===== src/rtl/pair_seq_pkg.sv =====
package pair_seq_pkg;

    localparam logic [2:0] OP_LDP  = 3'd0;
    localparam logic [2:0] OP_LWSP = 3'd1;
    localparam logic [2:0] OP_LWUP = 3'd2;
    localparam logic [2:0] OP_SDP  = 3'd3;
    localparam logic [2:0] OP_SWP  = 3'd4;

    localparam logic [7:0] BE_DWORD = 8'hFF;
    localparam logic [7:0] BE_WORD  = 8'h0F;

    typedef enum logic [2:0] {
        ST_IDLE  = 3'd0,
        ST_ISS1  = 3'd1,
        ST_WAIT1 = 3'd2,
        ST_ISS2  = 3'd3,
        ST_WAIT2 = 3'd4
    } seq_st_e;

endpackage


===== src/rtl/pair_decode.sv =====
module pair_decode
    import pair_seq_pkg::*;
#(
    parameter int XLEN = 64,
    parameter int IDXW = 5
) (
    input  logic [2:0]      op_i,
    input  logic [IDXW-1:0] rs_i,
    input  logic [IDXW-1:0] rd1_i,
    input  logic [IDXW-1:0] rd2_i,
    input  logic [1:0]      off_i,
    input  logic [XLEN-1:0] base_i,
    input  logic            ext_en_i,
    input  logic            mode64_i,
    output logic            legal_o,
    output logic            load_o,
    output logic            dw_o,
    output logic            sext_o,
    output logic [XLEN-1:0] addr1_o,
    output logic [XLEN-1:0] addr2_o
);

    logic            dw_ok;
    logic            known;
    logic            overlap;
    logic [XLEN-1:0] scaled;
    logic [XLEN-1:0] esize;

    generate
        if (XLEN >= 64) begin : g_wide
            assign dw_ok = mode64_i;
        end else begin : g_narrow
            logic unused_mode;
            assign unused_mode = mode64_i;
            assign dw_ok       = 1'b0;
        end
    endgenerate

    always_comb begin
        known   = (op_i <= OP_SWP);
        dw_o    = (op_i == OP_LDP) || (op_i == OP_SDP);
        load_o  = (op_i <= OP_LWUP);
        sext_o  = (op_i == OP_LWSP);
        overlap = (rs_i == rd1_i) || (rs_i == rd2_i) || (rd1_i == rd2_i);
        legal_o = ext_en_i && known && !overlap && (!dw_o || dw_ok);
        scaled  = XLEN'(off_i) << (dw_o ? 4 : 3);
        esize   = dw_o ? XLEN'(8) : XLEN'(4);
        addr1_o = base_i + scaled;
        addr2_o = addr1_o + esize;
    end

endmodule


===== src/rtl/pair_extend.sv =====
module pair_extend #(
    parameter int XLEN = 64
) (
    input  logic [XLEN-1:0] raw_i,
    input  logic            dw_i,
    input  logic            sext_i,
    output logic [XLEN-1:0] val_o
);

    generate
        if (XLEN > 32) begin : g_wide
            always_comb begin
                if (dw_i) begin
                    val_o = raw_i;
                end else if (sext_i) begin
                    val_o = {{(XLEN-32){raw_i[31]}}, raw_i[31:0]};
                end else begin
                    val_o = {{(XLEN-32){1'b0}}, raw_i[31:0]};
                end
            end
        end else begin : g_narrow
            logic unused_sel;
            assign unused_sel = dw_i ^ sext_i;
            assign val_o      = raw_i;
        end
    endgenerate

endmodule


===== src/rtl/pair_mem_seq.sv =====
module pair_mem_seq
    import pair_seq_pkg::*;
#(
    parameter int XLEN = 64,
    parameter int IDXW = 5
) (
    input  logic            clk_i,
    input  logic            rst_ni,
    input  logic            ext_en_i,
    input  logic            mode64_i,
    input  logic            req_valid_i,
    input  logic [2:0]      req_op_i,
    input  logic [IDXW-1:0] req_rs_i,
    input  logic [IDXW-1:0] req_rd1_i,
    input  logic [IDXW-1:0] req_rd2_i,
    input  logic [1:0]      req_off_i,
    input  logic [XLEN-1:0] req_base_i,
    input  logic [XLEN-1:0] req_wdata1_i,
    input  logic [XLEN-1:0] req_wdata2_i,
    output logic            busy_o,
    output logic            illegal_o,
    output logic            done_o,
    output logic            err_o,
    output logic            mem_req_o,
    input  logic            mem_ready_i,
    output logic            mem_we_o,
    output logic [XLEN-1:0] mem_addr_o,
    output logic [7:0]      mem_be_o,
    output logic [XLEN-1:0] mem_wdata_o,
    input  logic            mem_rsp_valid_i,
    input  logic            mem_rsp_err_i,
    input  logic [XLEN-1:0] mem_rdata_i,
    output logic            wb_en_o,
    output logic [IDXW-1:0] wb1_idx_o,
    output logic [XLEN-1:0] wb1_data_o,
    output logic [IDXW-1:0] wb2_idx_o,
    output logic [XLEN-1:0] wb2_data_o
);

    typedef struct packed {
        seq_st_e         st;
        logic            load;
        logic            dw;
        logic            sext;
        logic [XLEN-1:0] a1;
        logic [XLEN-1:0] a2;
        logic [XLEN-1:0] w1;
        logic [XLEN-1:0] w2;
        logic [XLEN-1:0] r1;
        logic [XLEN-1:0] r2;
        logic [IDXW-1:0] i1;
        logic [IDXW-1:0] i2;
        logic            done;
        logic            err;
        logic            illegal;
        logic            wb;
    } seq_t;

    seq_t seq_d, seq_q;

    logic            dec_legal, dec_load, dec_dw, dec_sext;
    logic [XLEN-1:0] dec_a1, dec_a2;
    logic [XLEN-1:0] ext_val;

    pair_decode #(.XLEN(XLEN), .IDXW(IDXW)) decode_i (
        .op_i     (req_op_i),
        .rs_i     (req_rs_i),
        .rd1_i    (req_rd1_i),
        .rd2_i    (req_rd2_i),
        .off_i    (req_off_i),
        .base_i   (req_base_i),
        .ext_en_i (ext_en_i),
        .mode64_i (mode64_i),
        .legal_o  (dec_legal),
        .load_o   (dec_load),
        .dw_o     (dec_dw),
        .sext_o   (dec_sext),
        .addr1_o  (dec_a1),
        .addr2_o  (dec_a2)
    );

    pair_extend #(.XLEN(XLEN)) extend_i (
        .raw_i  (mem_rdata_i),
        .dw_i   (seq_q.dw),
        .sext_i (seq_q.sext),
        .val_o  (ext_val)
    );

    always_comb begin
        seq_d         = seq_q;
        seq_d.done    = 1'b0;
        seq_d.err     = 1'b0;
        seq_d.illegal = 1'b0;
        seq_d.wb      = 1'b0;
        case (seq_q.st)
            ST_IDLE: begin
                if (req_valid_i) begin
                    if (dec_legal) begin
                        seq_d.st   = ST_ISS1;
                        seq_d.load = dec_load;
                        seq_d.dw   = dec_dw;
                        seq_d.sext = dec_sext;
                        seq_d.a1   = dec_a1;
                        seq_d.a2   = dec_a2;
                        seq_d.w1   = req_wdata1_i;
                        seq_d.w2   = req_wdata2_i;
                        seq_d.i1   = req_rd1_i;
                        seq_d.i2   = req_rd2_i;
                    end else begin
                        seq_d.illegal = 1'b1;
                    end
                end
            end
            ST_ISS1: begin
                if (mem_ready_i) seq_d.st = ST_WAIT1;
            end
            ST_WAIT1: begin
                if (mem_rsp_valid_i) begin
                    if (mem_rsp_err_i) begin
                        seq_d.st  = ST_IDLE;
                        seq_d.err = 1'b1;
                    end else begin
                        seq_d.r1 = ext_val;
                        seq_d.st = ST_ISS2;
                    end
                end
            end
            ST_ISS2: begin
                if (mem_ready_i) seq_d.st = ST_WAIT2;
            end
            ST_WAIT2: begin
                if (mem_rsp_valid_i) begin
                    seq_d.st = ST_IDLE;
                    if (mem_rsp_err_i) begin
                        seq_d.err = 1'b1;
                    end else begin
                        seq_d.r2   = ext_val;
                        seq_d.done = 1'b1;
                        seq_d.wb   = seq_q.load;
                    end
                end
            end
            default: seq_d.st = ST_IDLE;
        endcase
    end

    always_ff @(posedge clk_i or negedge rst_ni) begin
        if (!rst_ni) begin
            seq_q <= '0;
        end else begin
            seq_q <= seq_d;
        end
    end

    assign busy_o      = (seq_q.st != ST_IDLE);
    assign illegal_o   = seq_q.illegal;
    assign done_o      = seq_q.done;
    assign err_o       = seq_q.err;
    assign mem_req_o   = (seq_q.st == ST_ISS1) || (seq_q.st == ST_ISS2);
    assign mem_we_o    = !seq_q.load;
    assign mem_addr_o  = (seq_q.st == ST_ISS2) ? seq_q.a2 : seq_q.a1;
    assign mem_wdata_o = (seq_q.st == ST_ISS2) ? seq_q.w2 : seq_q.w1;
    assign mem_be_o    = seq_q.dw ? BE_DWORD : BE_WORD;
    assign wb_en_o     = seq_q.wb;
    assign wb1_idx_o   = seq_q.i1;
    assign wb1_data_o  = seq_q.r1;
    assign wb2_idx_o   = seq_q.i2;
    assign wb2_data_o  = seq_q.r2;

endmodule


===== config.mk =====
export PLATFORM = sky130hd
export DESIGN_NAME = pair_mem_seq
export DESIGN_NICKNAME = d
export VERILOG_FILES = /design/src/rtl/pair_seq_pkg.sv /design/src/rtl/pair_decode.sv /design/src/rtl/pair_extend.sv /design/src/rtl/pair_mem_seq.sv
export SDC_FILE = /design/constraint.sdc
export NUM_CORES = 1
export LEC_CHECK = 0
export CORE_MARGIN = 2
export CORE_UTILIZATION = 35
export DETAILED_ROUTE_END_ITERATION = 16
export GPL_ROUTABILITY_DRIVEN = 1
export PLACE_DENSITY = 0.68
export SYNTH_ARGS = -nofsm -noshare
export SYNTH_HDL_FRONTEND = slang
export SYNTH_HIERARCHICAL = 1
export SYNTH_SLANG_ARGS = --single-unit

===== constraint.sdc =====
create_clock -name clk_i -period 1.9 [get_ports clk_i]
set_input_delay 0.19 -clock clk_i [delete_from_list [all_inputs] [get_ports clk_i]]
set_output_delay 0.19 -clock clk_i [all_outputs]
set_load 0.01 [all_outputs]

# Word level (Yosys, flattened, before mapping)
# Cells that the tools add are included.
# totals
reg_bits	404
out_inout_bits	281
# classes
mux	27
magnitude_cmp	2
n_reduce_logical	18
eq_ne	15
add_sub_neg	2
shift	1
bitwise_logic	1
# op_table
op	count
2-to-1 mux 262 bit	2
2-to-1 mux 64 bit	4
adder 64 bit	2
<< shifter 2 x 32 -> 64 bit	1
== test 5 bit	3
2-to-1 mux 3 bit	5
case mux 3 bit (5 select lines)	1
!= test 2 bit, second input constant	6
2-to-1 mux 1 bit	10
== test 3 x 2 -> 1 bit, second input constant	3
AND reduction 3 bit	3
2-to-1 mux 8 bit	1
== test 3 x 1 -> 1 bit, second input constant	2
logical NOT 3 bit	2
AND reduction 6 bit	1
logical OR 1 bit	5
2-to-1 mux 2 bit	2
2-to-1 mux 4 bit	1
== test 3 bit, second input constant	1
<= comparator 3 x 2 -> 1 bit, second input constant	1
<= comparator 3 bit, second input constant	1
logical AND 1 bit	3
logical NOT 1 bit	3
nonzero test 3 bit	1
2 further kinds	2

# Logic depth before layout (Yosys ltp)
# logic_depth
depth_word	9
ltp_mapped	17
mapped_depth_nobuf	15

# Hierarchy
# Netlist, hierarchy kept.
# modules_own_cells
module	n_inst	seq_area_each_um2	area_each_um2	cells_each
pair_mem_seq	1	10109.7	17778.3	1160
pair_decode	1	0.0	3535.9	519
pair_extend	1	0.0	585.6	104

# Worst setup path before layout
# Ideal clock, no wire load.
# synth_timing
kind	input-to-reg
from	input port req_op_i[0]
to	register seq_q[319] (netlist name)
arrival_ns	4.386
slack_ns	-2.613
path_stages	15
n_path_buf	1
path_cell_list	xor2_1 -> nor2_1 -> mux2_2 -> ha_1 -> a21oi_1 -> nor3_1 -> o311ai_0 -> xor2_1 -> nor4_1 -> nand4_2 -> or4_1 -> buf_2 -> or4_4 -> xnor2_2 -> mux2_1
# synth_between
elab_chain_len	6
elab_cells_between_ends	15
classes_between	add/sub (2); order compare (1); eq/ne (1); shift (1); mux (2); reduce/logical (8)
# synth_rtl
element	line	text
start, declared	pair_mem_seq.sv:12	input logic [2:0] req_op_i,
== test 3 x 2 -> 1 bit / logical NOT 3 bit (equally long branches)	pair_decode.sv:41	dw_o = (op_i == OP_LDP) || (op_i == OP_SDP);
logical OR 1 bit *	pair_decode.sv:41	
via dec_dw	pair_mem_seq.sv:61	logic dec_legal, dec_load, dec_dw, dec_sext;
2-to-1 mux 3 bit	pair_decode.sv:46	scaled = XLEN'(off_i) << (dw_o ? 4 : 3);
<< shifter 2 x 32 -> 64 bit	pair_decode.sv:46	
adder 64 bit	pair_decode.sv:48	addr1_o = base_i + scaled;
adder 64 bit *	pair_decode.sv:49	addr2_o = addr1_o + esize;
via dec_a2[49]	pair_mem_seq.sv:62	logic [XLEN-1:0] dec_a1, dec_a2;
end signal, assigned	pair_mem_seq.sv:151	seq_q <= seq_d;
end, declared	pair_mem_seq.sv:59	seq_t seq_d, seq_q;
# The timed path passes the listed nets; every way through them passes the cells marked *.
# A chain may end at the register's enable or synchronous reset.

# Worst setup path in the final report
# layout_timing
from	input port req_op_i[1]
to	register seq_q[319] (netlist name)
# The elaborated chain is that of the path after synthesis.

==> tab_implementation.tex <==
\begin{tabular}{lr}
\hline
Metric & Value \\
\hline
\multicolumn{2}{l}{\textbf{Status}} \\
Result of the run & complete, but fails checks \\
Violations in the final reports & negative setup slack \\
\multicolumn{2}{l}{\textbf{Setup path}} \\
CP Depth & 17 \\
Reg-to-reg startpoint & seq\_q[401] \\
Dominant delay contributor by cell family on the critical path & simple AND/OR/NAND/NOR gates \\
Critical path arrival & 4.26 ns \\
Crit-path slowest cell & or4\_4 \\
Req. time, crit path & between 2 and 2.5 ns \\
Sequence of cells on the critical path & buf\_8, xor2\_4, nor2\_4, mux2\_4, ha\_4, buf\_6, a21oi\_4, or3\_4, a311oi\_2, buf\_4, xnor2\_4, nor4b\_4, nand4\_2, or4\_4, or4\_4, xnor2\_2, mux2\_4 \\
Worst Setup Path Type & input port to flop \\
Maximum fanout along the worst path & 4 \\
Nature of the critical path startpoint & input port \\
Largest stage delay on the critical path & around 0.55 ns \\
Critical path endpoint category & flop \\
Total buffers and inverters traversed by the critical path & 3 \\
Cell depth of the worst flop-to-flop path & 7 \\
FF-to-FF End & seq\_q[344] \\
FF-to-FF setup slack & -0.29 ns \\
\multicolumn{2}{l}{\textbf{Hold path}} \\
Number of cells on the worst hold path & 4 \\
Tightest Hold Check Type & input port to flop \\
Start point of the worst min-delay path & req\_op\_i[1] \\
Endpoint of the worst hold-timing path & seq\_q[398] \\
\multicolumn{2}{l}{\textbf{Synthesis}} \\
Post-synthesis instance total & 1,783 \\
Top cell type's share of synthesized area & a little under half \\
Post-synthesis cell type with the largest combined area & dfrtp\_1 \\
Top post-synthesis cells by area & dfrtp\_1 46\%, mux2\_2 16\%, mux2\_1 11\% \\
Share of synthesized area occupied by flip-flops and latches & 46.16\% \\
Async SR Flop Fraction & between 90\% and 100\% \\
Mean area per synthesized cell & roughly 12 sq um \\
Distinct cell type count after synthesis & 74 \\
EDFF count, synth & 0 \\
Yosys warns & 6 \\
Flip-flop and latch count after synthesis & roughly 400 \\
Syn Std Cell Area & roughly 0.022 sq mm \\
Most common flop cell mapped by yosys & dfrtp\_1 \\
\multicolumn{2}{l}{\textbf{Placed design}} \\
Detailed Place HPWL & 52.12 mm \\
\# port buffers & 560 \\
Global placement routability congestion & 0.9191 \\
Number of placed instances, taps included & 3,263 \\
\multicolumn{2}{l}{\textbf{CTS}} \\
Clock net sink count & a little over 400 \\
TritonCTS clock tree & built \\
H-tree levels & 2 \\
Clock slew seen by the registers of the worst setup and hold paths & 0.06 ns \\
Clock buffers created by TritonCTS & 47 \\
Maximum buffer depth of the clock tree & 3 \\
Cell at the root of the clock tree & clkbuf\_16 \\
Later-pin clock latency in the skew report & 0.59 ns \\
\multicolumn{2}{l}{\textbf{Global route}} \\
Vias in the first global route & approximately 18,000 \\
Tot GR Track Use & a little over a fifth \\
Maximum number of pins on one net before global-route repair & just under 70 \\
Remaining global-route overflow & 0 \\
Wire length of the first global-routing pass & 106.4 mm \\
Number of antenna violations at the first check in global routing & 4 \\
\multicolumn{2}{l}{\textbf{Route}} \\
Number of remaining DRC errors & 0 \\
Vias/cell & 4.883 \\
Routed WL per cell & $\sim$21 um \\
First-iteration detailed-routing DRC count & 929 \\
Overall routed net length & 73.04 mm \\
Number of routed nets with antenna violations & 0 \\
1st-pass router iterations & 6 \\
Via count & 17,040 \\
\multicolumn{2}{l}{\textbf{Floorplan}} \\
Starting utilization of the core area & 35.42\% \\
Core box area & 0.06183 sq mm \\
Count of pins on the block boundary & 565 \\
Die height & 254.1 um \\
Std cell rows & 91 \\
Horizontal die dimension & 254.1 um \\
Area enclosed by the die boundary & 0.06459 sq mm \\
\multicolumn{2}{l}{\textbf{STA}} \\
PnR worst setup slack & -1.884 ns \\
RSZ-0062 raised after global routing & yes \\
Final period util & 199.2\% \\
Headroom to the max-slew limit & 37.31\% \\
Final Max Tran Viols & 0 \\
Post-route clock skew & 0.02065 ns \\
Final hold violation count & 0 \\
Max frequency & 0.2643 GHz \\
Setup violators final & 401 \\
Least-Margin Pin Slew & 0.9403 ns \\
Setup\_tns & -219.68 ns \\
Tmin final & approximately 3.8 ns \\
\multicolumn{2}{l}{\textbf{Power}} \\
Worst IR Drop VDD & 825.5 uV \\
Leakage power summed over all cells & about 16 nW \\
Power density normalized to cell area & 1229 mW/mm\^{}2 \\
\multicolumn{2}{l}{\textbf{Final layout}} \\
Layout area overhead & 58.12\% \\
Number of fillers in the final layout & 5,033 \\
Count of nets after finishing & 2,907 \\
Post-route non-filler standard cell count & roughly 3,500 \\
Share of layout cells above drive strength 1 & between 40\% and 50\% \\
\multicolumn{2}{l}{\textbf{Job}} \\
MaxCap Viol Count & 0 \\
\hline
\end{tabular}
==> logic make-up after synthesis <==
family                   Yosys count  share of synthesized area (%)
AO/OA/AOI/OAI                     77                          2.554
AND/OR/NAND/NOR                  333                          8.433
multiplexers                     527                          27.10
buffers and inverters            292                          9.473
XOR/XNOR                         135                          5.433
adder cells (fa/ha/maj)           13                         0.8113
other                              2                        0.03429
flip-flops                       404                          46.16
==> synthesized netlist by cell type, drive strengths merged (2+ instances only) <==
| master | count |
|---|---|
| o211ai | 7 |
| a31oi | 5 |
| and4 | 5 |
| nor4bb | 2 |
| a311oi | 2 |
| dfrtp | 404 |
| nor2b | 7 |
| o21a | 2 |
| clkbuf | 10 |
| and2 | 10 |
| xnor2 | 91 |
| a211oi | 3 |
| nand4 | 29 |
| nor2 | 33 |
| nor4 | 23 |
| nor3 | 25 |
| or2 | 5 |
| buf | 246 |
| or4 | 4 |
| nand3b | 3 |
| nor3b | 4 |
| ha | 11 |
| a21oi | 18 |
| nand4b | 2 |
| and4b | 3 |
| nand2 | 116 |
| o311ai | 5 |
| o21ai | 11 |
| nand3 | 39 |
| xor2 | 44 |
| o2111ai | 8 |
| o21bai | 2 |
| and3 | 4 |
| nand2b | 3 |
| conb | 2 |
| inv | 36 |
| mux2 | 527 |
| nor4b | 6 |
| or3 | 7 |
| or3b | 2 |
| o22ai | 3 |
| fa | 2 |
==> final cells by class <==
class	count	area [sq um]	share of cell area [%]
Sequential cell	404	10110	29.20
Clock inverter	13	214.0	0.6179
Antenna cell	8	20.02	0.05781
Timing Repair Buffer	1025	9980	28.82
Clock buffer	71	1398	4.036
Multi-Input combinational cell	1096	11710	33.81
Inverter	36	150.1	0.4336
Tap cell	837	1047	3.024
==> metrics by stage <==
step | power (mW) | instance area (sq um) | hold WS, ns | util [%] | worst slack, ns
after floorplan | 23.84 | 22490 | -0.1056 | - | -2.318
after detailed placement | 31.90 | 29990 | 0.2026 | 48.51 | -3.205
after global routing | 44.80 | 34610 | 0.1290 | 55.98 | -1.980
after global placement | 31.31 | 29990 | 0.2025 | 48.51 | -3.146
after CTS | 42.34 | 33450 | 0.1099 | 54.10 | -1.788
final | 42.57 | 34630 | 0.1581 | 56.01 | -1.884
==> tightest hold or removal path, cell delays in order <==
cell,delay (ns)
buf_8,0.09
buf_4,0.12
nor3b_1,0.05
mux2_2,0.26
==> registers in the layout (all words and copies together), names as in the netlist, 5 cells and up <==
| name | count |
|---|---|
| seq_q | 262 |
| wb1_idx_o | 5 |
| wb1_data_o | 64 |
| wb2_data_o | 64 |
| wb2_idx_o | 5 |
==> worst max-delay path by stage <==
stage                start          to
2_1_floorplan  req_op_i[0]  seq_q[319]
3_3_place_gp   req_op_i[0]  seq_q[331]
3_5_place_dp   req_op_i[0]  seq_q[319]
4_1_cts        req_op_i[1]  seq_q[331]
5_1_grt        req_op_i[1]  seq_q[329]
6_report       req_op_i[1]  seq_q[319]
==> where the power goes <==
group / switching, mW / internal, mW / total (mW)
clock network: 3.72 / 5.64 / 9.36
registers: 2.11 / 12.5 / 14.6
logic: 7.44 / 11.1 / 18.6
total: 13.3 / 29.3 / 42.6
==> routing by layer <==
layer | up-vias | global-route usage, % | routed length (um)
li1 | 7746 | - | -
met1 | 8640 | 25.30 | 29100
met2 | 529 | 37.24 | 37390
met3 | 120 | 5.654 | 4698
met4 | 6 | 7.059 | 1810
met5 | - | 0 | 40
==> cell usage in the layout, fill, tap and decap left out, drive strengths merged, types with 10 or more instances in the layout <==
cell	Yosys	layout
a21oi	18	18
and2	10	10
buf	246	526
clkbuf	10	132
clkdlybuf4s50	0	424
conb	2	11
dfrtp	404	404
ha	11	11
inv	36	38
mux2	527	527
nand2	116	116
nand3	39	39
nand4	29	29
nor2	33	33
nor3	25	25
nor4	23	23
o21ai	11	11
xnor2	91	91
xor2	44	44
==> timing repair <==
action,4_1_cts,5_1_grt
endpoints found under the hold margin,98,0
gates cloned,6,5
hold buffers,1,0
pin swaps,111,66
resized for setup,379,524
setup endpoints to repair,404,430
setup buffers,75,87
(Power assumes the default switching activity.)
